<file path="src/rtl/rfa_pkg.sv">
package rfa_pkg;

    // bus source after priority resolution
    typedef enum logic [1:0] {
        BUS_IDLE = 2'd0,
        BUS_EXT  = 2'd1,
        BUS_ALU  = 2'd2
    } bus_src_e;

    // arithmetic function codes that the slice treats specially in checks
    typedef enum logic [3:0] {
        FN_SUB_MINUS1 = 4'b0110,
        FN_ADD        = 4'b1001,
        FN_PASS_B     = 4'b1010,
        FN_PASS_A     = 4'b1111
    } fn_code_e;

    typedef struct packed {
        logic carry_n;
    } flag_state_t;

endpackage

</file>
<file path="src/rtl/rfa_regfile.sv">
module rfa_regfile #(
    parameter int WIDTH = 8,
    parameter int NREG  = 4,
    localparam int SELW = $clog2(NREG)
) (
    input  logic                       clk,
    input  logic                       rst_n,
    input  logic                       we,
    input  logic [SELW-1:0]            wsel,
    input  logic [WIDTH-1:0]           wdata,
    output logic [NREG-1:0][WIDTH-1:0] regs_q
);

    logic [NREG-1:0][WIDTH-1:0] regs_d;

    for (genvar gi = 0; gi < NREG; gi++) begin : g_reg
        always_comb begin
            regs_d[gi] = regs_q[gi];
            if (we && (wsel == SELW'(gi))) begin
                regs_d[gi] = wdata;
            end
        end
    end

    always_ff @(posedge clk or negedge rst_n) begin
        if (!rst_n) begin
            regs_q <= '0;
        end else begin
            regs_q <= regs_d;
        end
    end

endmodule

</file>
<file path="src/rtl/rfa_alu.sv">
module rfa_alu #(
    parameter int WIDTH = 8
) (
    input  logic [WIDTH-1:0] a,
    input  logic [WIDTH-1:0] b,
    input  logic             logic_mode,
    input  logic [3:0]       fsel,
    input  logic             carry_in_n,
    output logic [WIDTH-1:0] f,
    output logic             carry_out_n
);

    localparam logic [WIDTH-1:0] ONES = {WIDTH{1'b1}};
    localparam logic [WIDTH-1:0] ZERO = '0;

    logic [WIDTH-1:0] lf;
    logic [WIDTH-1:0] op_x;
    logic [WIDTH-1:0] op_y;
    logic [WIDTH:0]   sum;

    // logic functions
    always_comb begin
        unique case (fsel)
            4'd0:  lf = ~a;
            4'd1:  lf = ~(a | b);
            4'd2:  lf = ~a & b;
            4'd3:  lf = ZERO;
            4'd4:  lf = ~(a & b);
            4'd5:  lf = ~b;
            4'd6:  lf = a ^ b;
            4'd7:  lf = a & ~b;
            4'd8:  lf = ~a | b;
            4'd9:  lf = ~(a ^ b);
            4'd10: lf = b;
            4'd11: lf = a & b;
            4'd12: lf = ONES;
            4'd13: lf = a | ~b;
            4'd14: lf = a | b;
            default: lf = a;
        endcase
    end

    // arithmetic functions: every code is an addition of two terms
    always_comb begin
        unique case (fsel)
            4'd0:  begin op_x = a;          op_y = ZERO;     end
            4'd1:  begin op_x = a | b;      op_y = ZERO;     end
            4'd2:  begin op_x = a | ~b;     op_y = ZERO;     end
            4'd3:  begin op_x = ZERO;       op_y = ONES;     end
            4'd4:  begin op_x = a;          op_y = a & ~b;   end
            4'd5:  begin op_x = a | b;      op_y = a & ~b;   end
            4'd6:  begin op_x = a;          op_y = ~b;       end
            4'd7:  begin op_x = a & ~b;     op_y = ONES;     end
            4'd8:  begin op_x = a;          op_y = a & b;    end
            4'd9:  begin op_x = a;          op_y = b;        end
            4'd10: begin op_x = a | ~b;     op_y = a & b;    end
            4'd11: begin op_x = a & b;      op_y = ONES;     end
            4'd12: begin op_x = a;          op_y = a;        end
            4'd13: begin op_x = a | b;      op_y = a;        end
            4'd14: begin op_x = a | ~b;     op_y = a;        end
            default: begin op_x = a;        op_y = ONES;     end
        endcase
    end

    assign sum = {1'b0, op_x} + {1'b0, op_y} + {{WIDTH{1'b0}}, ~carry_in_n};

    always_comb begin
        if (logic_mode) begin
            f           = lf;
            carry_out_n = 1'b1;
        end else begin
            f           = sum[WIDTH-1:0];
            carry_out_n = ~sum[WIDTH];
        end
    end

endmodule

</file>
<file path="src/rtl/rfa_busmux.sv">
module rfa_busmux #(
    parameter int WIDTH = 8
) (
    input  logic             ext_drive,
    input  logic             alu_drive,
    input  logic [WIDTH-1:0] ext_data,
    input  logic [WIDTH-1:0] alu_data,
    output logic [WIDTH-1:0] bus
);
    import rfa_pkg::*;

    bus_src_e src;

    always_comb begin
        if (ext_drive)      src = BUS_EXT;
        else if (alu_drive) src = BUS_ALU;
        else                src = BUS_IDLE;
    end

    always_comb begin
        unique case (src)
            BUS_EXT: bus = ext_data;
            BUS_ALU: bus = alu_data;
            default: bus = '0;
        endcase
    end

endmodule

</file>
<file path="src/rtl/rfa_slice.sv">
module rfa_slice #(
    parameter int WIDTH = 8,
    parameter int NREG  = 4,
    localparam int SELW = $clog2(NREG)
) (
    input  logic             clk,
    input  logic             rst_n,
    input  logic             wr_en,
    input  logic [SELW-1:0]  dst_sel,
    input  logic [SELW-1:0]  src_sel,
    input  logic [WIDTH-1:0] ext_data,
    input  logic             ext_drive,
    input  logic             alu_drive,
    input  logic             logic_mode,
    input  logic [3:0]       fsel,
    input  logic             carry_in_n,
    input  logic             carry_load,
    output logic [WIDTH-1:0] bus_out,
    output logic             carry_flag
);
    import rfa_pkg::*;

    logic [NREG-1:0][WIDTH-1:0] regs;
    logic [WIDTH-1:0]           opnd_a;
    logic [WIDTH-1:0]           opnd_b;
    logic [WIDTH-1:0]           alu_f;
    logic                       alu_cout_n;
    logic [WIDTH-1:0]           bus;
    flag_state_t                flag_d;
    flag_state_t                flag_q;

    rfa_regfile #(.WIDTH(WIDTH), .NREG(NREG)) u_regs (
        .clk    (clk),
        .rst_n  (rst_n),
        .we     (wr_en),
        .wsel   (dst_sel),
        .wdata  (bus),
        .regs_q (regs)
    );

    always_comb begin
        opnd_a = regs[dst_sel];
        opnd_b = regs[src_sel];
    end

    rfa_alu #(.WIDTH(WIDTH)) u_alu (
        .a           (opnd_a),
        .b           (opnd_b),
        .logic_mode  (logic_mode),
        .fsel        (fsel),
        .carry_in_n  (carry_in_n),
        .f           (alu_f),
        .carry_out_n (alu_cout_n)
    );

    rfa_busmux #(.WIDTH(WIDTH)) u_bus (
        .ext_drive (ext_drive),
        .alu_drive (alu_drive),
        .ext_data  (ext_data),
        .alu_data  (alu_f),
        .bus       (bus)
    );

    always_comb begin
        flag_d = flag_q;
        if (carry_load) begin
            flag_d.carry_n = alu_cout_n;
        end
    end

    always_ff @(posedge clk or negedge rst_n) begin
        if (!rst_n) begin
            flag_q.carry_n <= 1'b1;
        end else begin
            flag_q <= flag_d;
        end
    end

    assign bus_out    = bus;
    assign carry_flag = flag_q.carry_n;

endmodule

</file>
<file path="config.mk">
export PLATFORM = sky130hd
export DESIGN_NAME = rfa_slice
export DESIGN_NICKNAME = d
export VERILOG_FILES = /design/src/rtl/rfa_pkg.sv /design/src/rtl/rfa_regfile.sv /design/src/rtl/rfa_alu.sv /design/src/rtl/rfa_busmux.sv /design/src/rtl/rfa_slice.sv
export SDC_FILE = /design/constraint.sdc
export NUM_CORES = 1
export LEC_CHECK = 0
export BUFFER_PORTS_ARGS = -buffer_cell sky130_fd_sc_hd__clkbuf_2
export CORE_AREA = 2 2 102 94
export DETAILED_ROUTE_END_ITERATION = 8
export DIE_AREA = 0 0 104 96
export PLACE_DENSITY = 0.68
export SYNTH_ARGS = -nofsm -noshare
export SYNTH_HDL_FRONTEND = slang
export SYNTH_SLANG_ARGS = --single-unit
</file>
<file path="constraint.sdc">
create_clock -name clk -period 17.1 [get_ports clk]
set_clock_uncertainty 0.1 [all_clocks]
set_input_delay 3.42 -clock clk [delete_from_list [all_inputs] [get_ports clk]]
set_output_delay 3.42 -clock clk [all_outputs]
set_load 0.1 [all_outputs]
</file>
==> insert_results.sql, run 1 <==
INSERT INTO impl_metrics (metric_group, metric, value, unit) VALUES
('status', 'run_status', 'finished clean', ''),
('final_layout', 'final.fill_count', '899', ''),
('grt', 'grt_pass1_vias', '4144', ''),
('clock_network', 'cts-buffers-inserted', '5', ''),
('synthesis', 'async_reset_ff_share', '100', '%'),
('grt', 'grt_util_all_layers', '27.3', '%'),
('grt', 'global_route_wire_length_before_repair', '21.8', 'mm'),
('detailed_routing', 'number_of_nets_with_antenna_violations_after_routing', '0', ''),
('synthesis', 'syn_nets', '629', ''),
('synthesis', 'synth.area.mux_share', '10.5', '%'),
('synthesis', 'yosysWarningCount', '0', ''),
('final_layout', 'share_of_post_route_cells_with_drive_strength_above_1', '11.8', '%'),
('floorplanning', 'placement_rows', '33', ''),
('synthesis', 'ys_ff_latch', '33', ''),
('floorplanning', 'floorplan.io_pins', '33', ''),
('floorplanning', 'die-area', '9980', 'um2'),
('synthesis', 'synth_enable_flop_cells', '0', ''),
('critical_path', 'worst-path-buf-inv', '4', ''),
('synthesis', 'syn_area_per_cell', '7.80', 'um2'),
('detailed_routing', 'post_drt_wl_per_cell', '19.5', 'um'),
('final_layout', 'synthToLayoutAreaGrowth', '6.03', '%'),
('clock_network', 'htree_num_levels', '2', ''),
('final_layout', 'finalNonFillerCells', '691', ''),
('synthesis', 'fraction_of_the_mapped_netlist_area_in_adder_cells', '12.0', '%'),
('synthesis', 'yosysSeqAreaShare', '18.8', '%'),
('critical_path', 'setup.worst_path.class', 'in2out', ''),
('pwr', 'power_leakage', '0.00199', 'uW'),
('pwr', 'power_per_cell_area', '90.2', 'nW/um2'),
('timing', 'setup_viol', '0', ''),
('pwr', 'swShare', '48.3', '%'),
('timing', 'crit_path_setup_slack_layout', '5.91', 'ns'),
('critical_path', 'worstPathCellList', 'clkbuf_2, mux4_1, ha_1, nand2_1, o22ai_1, nand2_1, o31ai_1, a221oi_1, inv_1, ha_1, nand2b_1, a21oi_1, or4b_2, nand4_1, nand3_1, inv_1, clkbuf_2', ''),
('synthesis', 'synth.cells.most_frequent', 'nand2_1, nor2_1, o21ai_0', ''),
('pwr', 'power.share.clock', '13.0', '%'),
('synthesis', 'synth_largest_type_area_fraction', '18.2', '%'),
('clock_network', 'cts-root-to-sink-buffers', '2', ''),
('critical_path', 'cpPeakStageDelay', '0.75', 'ns'),
('detailed_routing', 'drtPass1Iterations', '5', ''),
('timing', 'slew_viol_final', '0', ''),
('grt', 'globalRouteOverflowTotal', '0', ''),
('floorplanning', 'die_height', '96', 'um'),
('run', 'cap_violations', '0', ''),
('clock_network', 'clk_root_buffer_cell', 'clkbuf_8', ''),
('clock_network', 'clock_sink_count', '33', ''),
('clock_network', 'clk-insertion-delay-late', '0.28', 'ns'),
('synthesis', 'yosysTopAreaCell', 'dfrtp_1', ''),
('min_path', 'hold_class', 'reg2reg', ''),
('placement', 'hpwlAfterDp', '10.1', 'mm'),
('timing', 'finalHoldWorstSlack', '0.398', 'ns'),
('placement', 'place_worst_setup_slack', '5.99', 'ns'),
('critical_path', 'timing.critical_path.to_type', 'output pin', ''),
('pwr', 'power.switching', '203', 'uW'),
('synthesis', 'post-synth-top-count-cell', 'nand2_1', ''),
('detailed_routing', 'drt_drc', '0', ''),
('timing', 'final.setup.tns', '0', 'ns'),
('critical_path', 'timing.critical_path.fanout_max', '8', ''),
('detailed_routing', 'detail_route.iter0.violations', '334', ''),
('clock_network', 'post-cts-setup-buffers', '0', ''),
('clock_network', 'ctsHoldBuffers', '0', ''),
('timing', 'fmax', '89.4', 'MHz'),
('grt', 'initial_antenna_violation_count', '0', ''),
('placement', 'buffer_ports.inserted', '32', ''),
('critical_path', 'crit_required', '13.58', 'ns'),
('floorplanning', 'initial_utilization', '49.3', '%'),
('critical_path', 'critical-path-top-delay-family', 'simple AND/OR/NAND/NOR gates', ''),
('final_layout', 'final_nets', '633', ''),
('synthesis', 'syn_area', '4400', 'um2'),
('pwr', 'combPwrFrac', '61.6', '%'),
('detailed_routing', 'drt-vias-per-instance', '6.52', ''),
('synthesis', 'area_fraction_in_compound_gates_after_synthesis', '27.9', '%'),
('clock_network', 'number_of_instances_resized_during_post_cts_repair', '0', '');
-- power groups by stage --
stage	clock network, uW	registers [uW]	logic [uW]
floorplan	0	109	193
global placement	0	107	248
detailed placement	0	108	253
CTS	56.7	107	254
global route	60.3	109	282
finish	54.6	107	259
-- tightest hold or removal path, cell delays in order, from the launching register on --
cell	delay [ns]
dfrtp_1	0.35
nand2_1	0.05
o21ai_0	0.06
-- cells by family after synthesis --
kind of cell	count (synthesis)
AOI/OAI and AO/OA	185
DFF	33
muxes	24
adders and majority gates	41
xor gates and xnor gates	3
buffers and inverters	74
and+or+nand+nor	204
-- stage by stage --
step           util, %  cell area [um2]
2_1_floorplan        -             4400
3_3_place_gp      51.4             4580
3_5_place_dp      51.4             4580
4_1_cts           52.3             4660
5_1_grt           52.3             4660
6_report          52.3             4660
-- cell usage in the layout (no fill, tap or decap), types with 4 or more instances in the layout --
master,instances
nand2b_1,7
a211oi_1,7
o211ai_1,6
nor2b_1,11
o221ai_1,4
o2111ai_1,4
o31ai_1,7
mux4_2,11
nor2_1,51
a221oi_1,14
nand3b_1,16
buf_4,7
ha_1,39
nor4bb_1,4
nand3_1,10
inv_1,32
a221o_1,5
a21oi_1,38
nand2_1,68
o2bb2ai_1,5
nor3b_1,6
clkbuf_2,32
dfrtp_1,32
nor3_1,7
o21ai_1,9
mux2i_1,7
clkbuf_8,5
o21ai_0,44
or3_1,4
mux4_1,5
o22ai_1,6
a31oi_1,7
-- state kept, by name, indices dropped and copies added (netlist names) --
register / flops
carry_flag: 1
u_regs.regs_q: 32
-- layer usage --
layer | global-route usage [%] | part of all wire, %
met1 | 37.6 | 43
met2 | 44.8 | 46
met3 | 3.86 | 9.1
met4 | 8.90 | 2.3
met5 | 0 | 0
-- area by class of cell --
| type | instances | area (um2) | share of cell area [%] |
|---|---|---|---|
| multi-input combinational | 457 | 3270 | 70.1 |
| sequential | 33 | 827 | 17.7 |
| timing repair buffer | 39 | 213 | 4.56 |
| tap | 122 | 153 | 3.27 |
| inverter | 32 | 120 | 2.58 |
| clock buffer | 7 | 76.3 | 1.64 |
| clock inverter | 1 | 5.00 | 0.107 |
-- path summary, 6_finish.rpt --
check                             startpoint                 to  slack [ns]  cells past startpoint
max                               src_sel[0]         bus_out[5]        5.91                     17
min                         u_regs.regs_q[2]   u_regs.regs_q[2]        0.40                      2
max reg2reg                u_regs.regs_q[24]  u_regs.regs_q[30]       12.91                     15
min reg2reg                 u_regs.regs_q[2]   u_regs.regs_q[2]        0.40                      2
max in group asynchronous              rst_n  u_regs.regs_q[16]       13.27                      1
min in group asynchronous              rst_n  u_regs.regs_q[31]        3.12                      1
Power figures use the tool's default switching activity.
==> run 2: changes to the inputs <==
Clock period 17.1 ns to 11.3 ns, I/O delays scaled along.
==> insert_results.sql, run 2 (synthesis results as in run 1) <==
INSERT INTO impl_metrics (metric_group, metric, value, unit) VALUES
('run', 'cap_violations', '0', ''),
('final_layout', 'final_cell_mix', 'nand2_1, nor2_1, o21ai_0', ''),
('timing', 'timing_hold_violations_final', '0', ''),
('clock_network', 'post-cts-setup-buffers', '0', ''),
('final_layout', 'final.fill_count', '881', ''),
('timing', 'worst_slew_pin_slew', '1.13', 'ns'),
('grt', 'global_route_wire_length_before_repair', '22.6', 'mm'),
('clock_network', 'cts-buffers-inserted', '5', ''),
('detailed_routing', 'post_drt_wl_per_cell', '19.9', 'um'),
('timing', 'fmax', '110', 'MHz'),
('floorplanning', 'initial_utilization', '49.3', '%'),
('critical_path', 'crit_required', '8.94', 'ns'),
('timing', 'slew_viol_final', '0', ''),
('critical_path', 'worstPathCellList', 'clkbuf_2, buf_4, inv_1, nor3_1, a221o_1, a211oi_1, fa_1, fa_1, nand2b_1, a21oi_1, xnor2_1, a21oi_1, o21ai_0, nand2_1, clkbuf_2', ''),
('floorplanning', 'floorplan.io_pins', '33', ''),
('floorplanning', 'placement_rows', '33', ''),
('critical_path', 'crit-reg2reg-launch', 'u_regs.regs_q[9]', ''),
('detailed_routing', 'detail_route.iter0.violations', '427', ''),
('placement', 'gp_congestion', '1.01', ''),
('pwr', 'power.share.clock', '13.4', '%'),
('clock_network', 'cts.clk_slew.worst_paths', '0.06', 'ns'),
('timing', 'setup_viol', '0', ''),
('timing', 'finalHoldWorstSlack', '0.407', 'ns'),
('clock_network', 'htree_num_levels', '2', ''),
('final_layout', 'finalNonFillerCells', '691', ''),
('critical_path', 'rrSetupSlack', '7.14', 'ns'),
('detailed_routing', 'dr_total_vias', '4553', ''),
('grt', 'globalRouteOverflowTotal', '0', ''),
('grt', 'initial_antenna_violation_count', '0', ''),
('clock_network', 'clk-insertion-delay-late', '0.29', 'ns'),
('final_layout', 'share_of_post_route_cells_with_drive_strength_above_1', '12.0', '%'),
('critical_path', 'cp.arrival', '6.76', 'ns'),
('floorplanning', 'die_w', '104', 'um'),
('detailed_routing', 'drt-vias-per-instance', '6.59', ''),
('final_layout', 'layout.cells.most_common', 'nand2_1', ''),
('clock_network', 'ctsHoldBuffers', '0', ''),
('detailed_routing', 'route.final.wire_length', '13.8', 'mm'),
('final_layout', 'number_of_flip_flops_in_the_largest_register', '32', ''),
('placement', 'placed_cells', '683', ''),
('min_path', 'worst_case_hold_path_end_point', 'u_regs.regs_q[25]', ''),
('floorplanning', 'die_height', '96', 'um'),
('critical_path', 'critical-path-top-delay-family', 'buffers and inverters', ''),
('floorplanning', 'core-area', '8920', 'um2'),
('timing', 'post-route-min-period', '9.12', 'ns'),
('min_path', 'hold_class', 'reg2reg', ''),
('timing', 'layout_worst_path_cycle_share', '80.7', '%'),
('critical_path', 'startpoint_type', 'input pin', ''),
('critical_path', 'cpPeakStageDelay', '0.87', 'ns'),
('critical_path', 'setup.worst_path.class', 'in2out', ''),
('placement', 'hpwlAfterDp', '10.2', 'mm'),
('pwr', 'power_leakage', '0.00200', 'uW'),
('grt', 'grt_max_degree', '45', ''),
('clock_network', 'clock_sink_count', '33', ''),
('clock_network', 'number_of_instances_resized_during_post_cts_repair', '0', ''),
('timing', 'slew-limit-headroom', '24.0', '%'),
('detailed_routing', 'number_of_nets_with_antenna_violations_after_routing', '0', ''),
('detailed_routing', 'drtPass1Iterations', '5', ''),
('critical_path', 'reg2regPathDepth', '15', ''),
('detailed_routing', 'drt_drc', '0', ''),
('pwr', 'swShare', '48.7', '%'),
('critical_path', 'worst_path_max_delay_cell', 'nor3_1', ''),
('pwr', 'power_per_cell_area', '137', 'nW/um2'),
('critical_path', 'worst-path-buf-inv', '4', ''),
('detailed_routing', 'routed_metal_1_wirelength', '5.75', 'mm'),
('grt', 'grt_pass1_vias', '4276', ''),
('final_layout', 'largest_register', 'u_regs.regs_q', ''),
('pwr', 'combPwrFrac', '61.4', '%'),
('floorplanning', 'die-area', '9980', 'um2'),
('critical_path', 'timing.critical_path.fanout_max', '31', ''),
('status', 'run_status', 'finished clean', ''),
('timing', 'setup_repair_after_global_routing_missed_its_margin', 'false', ''),
('pwr', 'power_report.internal_total', '329', 'uW'),
('final_layout', 'final_nets', '633', ''),
('placement', 'buffer_ports.inserted', '32', ''),
('critical_path', 'timing.critical_path.to_type', 'output pin', ''),
('critical_path', 'worstReg2RegEnd', 'u_regs.regs_q[29]', ''),
('final_layout', 'antenna_cells_inserted', '0', ''),
('min_path', 'hp-start', 'u_regs.regs_q[25]', ''),
('min_path', 'number_of_cells_traversed_by_the_worst_hold_path', '2', ''),
('clock_network', 'cts-root-to-sink-buffers', '2', ''),
('detailed_routing', 'wl_met2', '6.20', 'mm'),
('pwr', 'vdd.ir_drop.worst', '103', 'uV'),
('clock_network', 'clk_root_buffer_cell', 'clkbuf_8', ''),
('grt', 'grt_util_all_layers', '28.3', '%'),
('final_layout', 'synthToLayoutAreaGrowth', '6.06', '%'),
('pwr', 'seq_power_share', '25.2', '%'),
('detailed_routing', 'met3_wirelength', '1.34', 'mm'),
('timing', 'final.setup.tns', '0', 'ns'),
('pwr', 'power.switching', '313', 'uW'),
('clock_network', 'clock_tree_from_tritoncts', 'done', ''),
('detailed_routing', 'dr.max_layer_used', 'met4', '');
## run 2: cell types whose count changed in the layout (fill, tap and decap cells not counted), sizes merged
cell / change
clkbuf: -1
clkinv: +1
## run 2: worst reg2reg max path, delay by kind of cell, from the launching register on
| kind | cells | cell delay, ns |
|---|---|---|
| buffers and inverters | 1 | 0.09 |
| flip-flops | 1 | 0.39 |
| AND/OR/NAND/NOR | 6 | 1.25 |
| multiplexers | 1 | 0.66 |
| AO/OA/AOI/OAI | 5 | 1.01 |
| adder cells (fa/ha/maj) | 2 | 0.59 |
## run 2: how the worst max path moves through the flow
stage,slack (ns),from,cells past startpoint,to
floorplan,2.89,dst_sel[1],16,bus_out[4]
global placement,2.44,src_sel[0],17,bus_out[5]
detailed placement,2.38,fsel[3],15,bus_out[4]
CTS,2.37,fsel[3],15,bus_out[4]
global route,1.99,fsel[3],15,bus_out[4]
finish,2.18,fsel[3],15,bus_out[4]
## run 2: routing by layer
metal	vias up	track usage, %
met2	243	45.4
met5	-	0
met1	2161	37.9
met3	40	4.74
met4	0	13.0
li1	2109	-
## run 2: cell type report
type / count / area [um2] / area share, %
Multi-Input combinational cell: 457 / 3270 / 70.1
Sequential cell: 33 / 827 / 17.7
Timing Repair Buffer: 39 / 213 / 4.56
Tap cell: 122 / 153 / 3.27
Inverter: 32 / 120 / 2.58
Clock buffer: 6 / 72.6 / 1.56
Clock inverter: 2 / 10.0 / 0.215
## run 2: per-stage QoR
stage / power (uW) / area [um2] / worst slack (ns) / utilization, %
floorplan: 457 / 4400 / 2.89 / -
global route: 691 / 4660 / 1.99 / 52.3
global placement: 540 / 4580 / 2.44 / 51.4
CTS: 636 / 4660 / 2.37 / 52.3
detailed placement: 549 / 4580 / 2.38 / 51.4
finish: 641 / 4660 / 2.18 / 52.3
## run 2: power groups by stage
stage / Combinational (uW) / Sequential (uW) / Clock [uW]
final: 394 / 162 / 85.6
after floorplan: 292 / 165 / 0
after detailed placement: 385 / 164 / 0
after global placement: 379 / 162 / 0
after global routing: 432 / 165 / 93.0
after CTS: 387 / 161 / 87.8
==> run 3: changes to the inputs <==
Settings changed: PLACE_DENSITY 0.68 to 0.7.
Clock period 11.3 ns to 7.3 ns, I/O delays scaled along.
==> insert_results.sql, run 3 (synthesis results as in run 1) <==
INSERT INTO impl_metrics (metric_group, metric, value, unit) VALUES
('status', 'run_status', 'finished clean', ''),
('timing', 'setup_repair_after_global_routing_missed_its_margin', 'false', ''),
('grt', 'grt_max_degree', '34', ''),
('critical_path', 'worst_path_max_delay_cell', 'mux4_1', ''),
('final_layout', 'antenna_cells_inserted', '0', ''),
('critical_path', 'worst-path-buf-inv', '4', ''),
('pwr', 'power_per_cell_area', '213', 'nW/um2'),
('placement', 'buffer_ports.inserted', '32', ''),
('critical_path', 'cp.arrival', '5.35', 'ns'),
('detailed_routing', 'post_drt_wl_per_cell', '20.3', 'um'),
('critical_path', 'critical-path-top-delay-family', 'simple AND/OR/NAND/NOR gates', ''),
('floorplanning', 'die_height', '96', 'um'),
('final_layout', 'finish.instance_area', '4890', 'um2'),
('grt', 'global_route_wire_length_before_repair', '22.7', 'mm'),
('timing', 'worst_slew_pin_slew', '0.873', 'ns'),
('critical_path', 'cpPeakStageDelay', '0.72', 'ns'),
('timing', 'timing_hold_violations_final', '0', ''),
('timing', 'slew_viol_final', '0', ''),
('floorplanning', 'floorplan.io_pins', '33', ''),
('detailed_routing', 'drt_drc', '0', ''),
('critical_path', 'setup.worst_path.class', 'in2out', ''),
('clock_network', 'cts-buffers-inserted', '5', ''),
('pwr', 'vdd.ir_drop.worst', '220', 'uV'),
('placement', 'hpwlAfterDp', '10.9', 'mm'),
('floorplanning', 'die-area', '9980', 'um2'),
('placement', 'gp_congestion', '0.992', ''),
('pwr', 'report.power.total', '1040', 'uW'),
('detailed_routing', 'drt-vias-per-instance', '6.57', ''),
('pwr', 'power_leakage', '0.00210', 'uW'),
('final_layout', 'share_of_post_route_cells_with_drive_strength_above_1', '14.4', '%'),
('critical_path', 'timing.critical_path.to_type', 'output pin', ''),
('final_layout', 'largest_register', 'u_regs.regs_q', ''),
('grt', 'grt_util_all_layers', '28.9', '%'),
('final_layout', 'final_cell_mix', 'nand2_1, nor2_1, o21ai_0', ''),
('critical_path', 'timing.critical_path.fanout_max', '8', ''),
('clock_network', 'cts.clk_slew.worst_paths', '0.07', 'ns'),
('min_path', 'hold_class', 'reg2reg', ''),
('floorplanning', 'placement_rows', '33', ''),
('final_layout', 'layout.cells.most_common', 'nand2_1', ''),
('detailed_routing', 'drtPass1Iterations', '5', ''),
('clock_network', 'htree_num_levels', '2', ''),
('clock_network', 'clock_sink_count', '33', ''),
('timing', 'fmax', '145', 'MHz'),
('timing', 'final.setup.tns', '0', 'ns'),
('placement', 'placedInstanceArea', '4770', 'um2'),
('timing', 'setup_viol', '0', ''),
('grt', 'initial_antenna_violation_count', '0', ''),
('detailed_routing', 'dr_total_vias', '4633', ''),
('final_layout', 'number_of_flip_flops_in_the_largest_register', '32', ''),
('critical_path', 'startpoint_type', 'input pin', ''),
('detailed_routing', 'route.final.wire_length', '14.3', 'mm'),
('grt', 'globalRouteOverflowTotal', '0', ''),
('timing', 'post-route-min-period', '6.91', 'ns'),
('final_layout', 'final.fill_count', '862', ''),
('critical_path', 'crit_required', '5.74', 'ns'),
('detailed_routing', 'number_of_nets_with_antenna_violations_after_routing', '0', ''),
('floorplanning', 'core-area', '8920', 'um2'),
('grt', 'grt_pass1_vias', '4304', ''),
('detailed_routing', 'detail_route.iter0.violations', '385', ''),
('run', 'cap_violations', '0', ''),
('timing', 'layout_worst_path_cycle_share', '94.7', '%'),
('floorplanning', 'initial_utilization', '49.3', '%'),
('clock_network', 'cts-root-to-sink-buffers', '2', ''),
('clock_network', 'clk_root_buffer_cell', 'clkbuf_8', ''),
('timing', 'slew-limit-headroom', '41.0', '%'),
('critical_path', 'worstPathCellList', 'clkbuf_4, mux4_1, ha_1, nand2_1, o22ai_1, nand2_1, o31ai_1, a221oi_1, inv_1, ha_1, nand2b_1, a21oi_1, or4b_2, nand4_1, nand3_1, inv_1, buf_12', ''),
('clock_network', 'clk-insertion-delay-late', '0.29', 'ns'),
('floorplanning', 'die_w', '104', 'um'),
('final_layout', 'final_nets', '647', ''),
('final_layout', 'synthToLayoutAreaGrowth', '11.1', '%'),
('clock_network', 'clock_tree_from_tritoncts', 'done', '');
## run 3: cell count changes in the layout (fill, tap and decap cells not counted), moves of 2 or more
cell      change
clkbuf_8      +2
buf_12        +6
clkbuf_2      -8
buf_4        +15
## run 3: worst min-delay path, delay by kind of cell, from the launching register on
kind / cells / cell delay (ns)
simple gates: 1 / 0.05
compound gates: 1 / 0.06
flops: 1 / 0.35
## run 3: through the flow
| stage | hold slack, ns | std cells | setup slack, ns | util, % |
|---|---|---|---|---|
| after floorplan | 0.357 | 564 | 0.492 | - |
| after global placement | 0.381 | 696 | 0.370 | 53.5 |
| after detailed placement | 0.393 | 696 | 0.182 | 53.5 |
| after CTS | 0.409 | 704 | 0.157 | 54.6 |
| after global routing | 0.436 | 705 | 0.111 | 54.8 |
| final | 0.405 | 705 | 0.387 | 54.8 |
## run 3: worst paths after layout
path	startpoint	slack, ns	end	cells past startpoint
max	src_sel[0]	0.39	bus_out[5]	17
min	u_regs.regs_q[0]	0.41	u_regs.regs_q[0]	2
max reg2reg	u_regs.regs_q[24]	3.11	u_regs.regs_q[14]	16
min reg2reg	u_regs.regs_q[0]	0.41	u_regs.regs_q[0]	2
max in group asynchronous	rst_n	5.44	u_regs.regs_q[9]	1
min in group asynchronous	rst_n	1.14	u_regs.regs_q[28]	1
## run 3: where the power goes
part | switching, uW | internal (uW) | leakage [uW] | total (uW)
sequential | 29.0 | 222 | 0.000418 | 251
combinational | 396 | 244 | 0.00163 | 640
clock | 67.1 | 85.2 | 0.0000542 | 152
## run 3: layout make-up
type	instances	area (um2)	share of cell area, %
timing repair buffer	53	413	8.45
sequential	33	827	16.9
tap	122	153	3.12
clock inverter	1	5.00	0.102
multi-input combinational	457	3270	67.0
clock buffer	7	96.3	1.97
inverter	32	120	2.46
## run 3: timing repair
item,in CTS,in global routing
gates resized for setup,0,3
endpoints found under the setup margin,0,2
endpoints found under the hold margin,0,0
setup buffers,0,1
hold buffers,0,0
## run 3: routing by layer
metal	share of wire [%]	up-vias	global-route usage, %
met5	0	-	0
met4	3.1	0	12.7
met3	11	43	4.67
met2	45	289	47.5
met1	41	2173	38.2
li1	-	2128	-
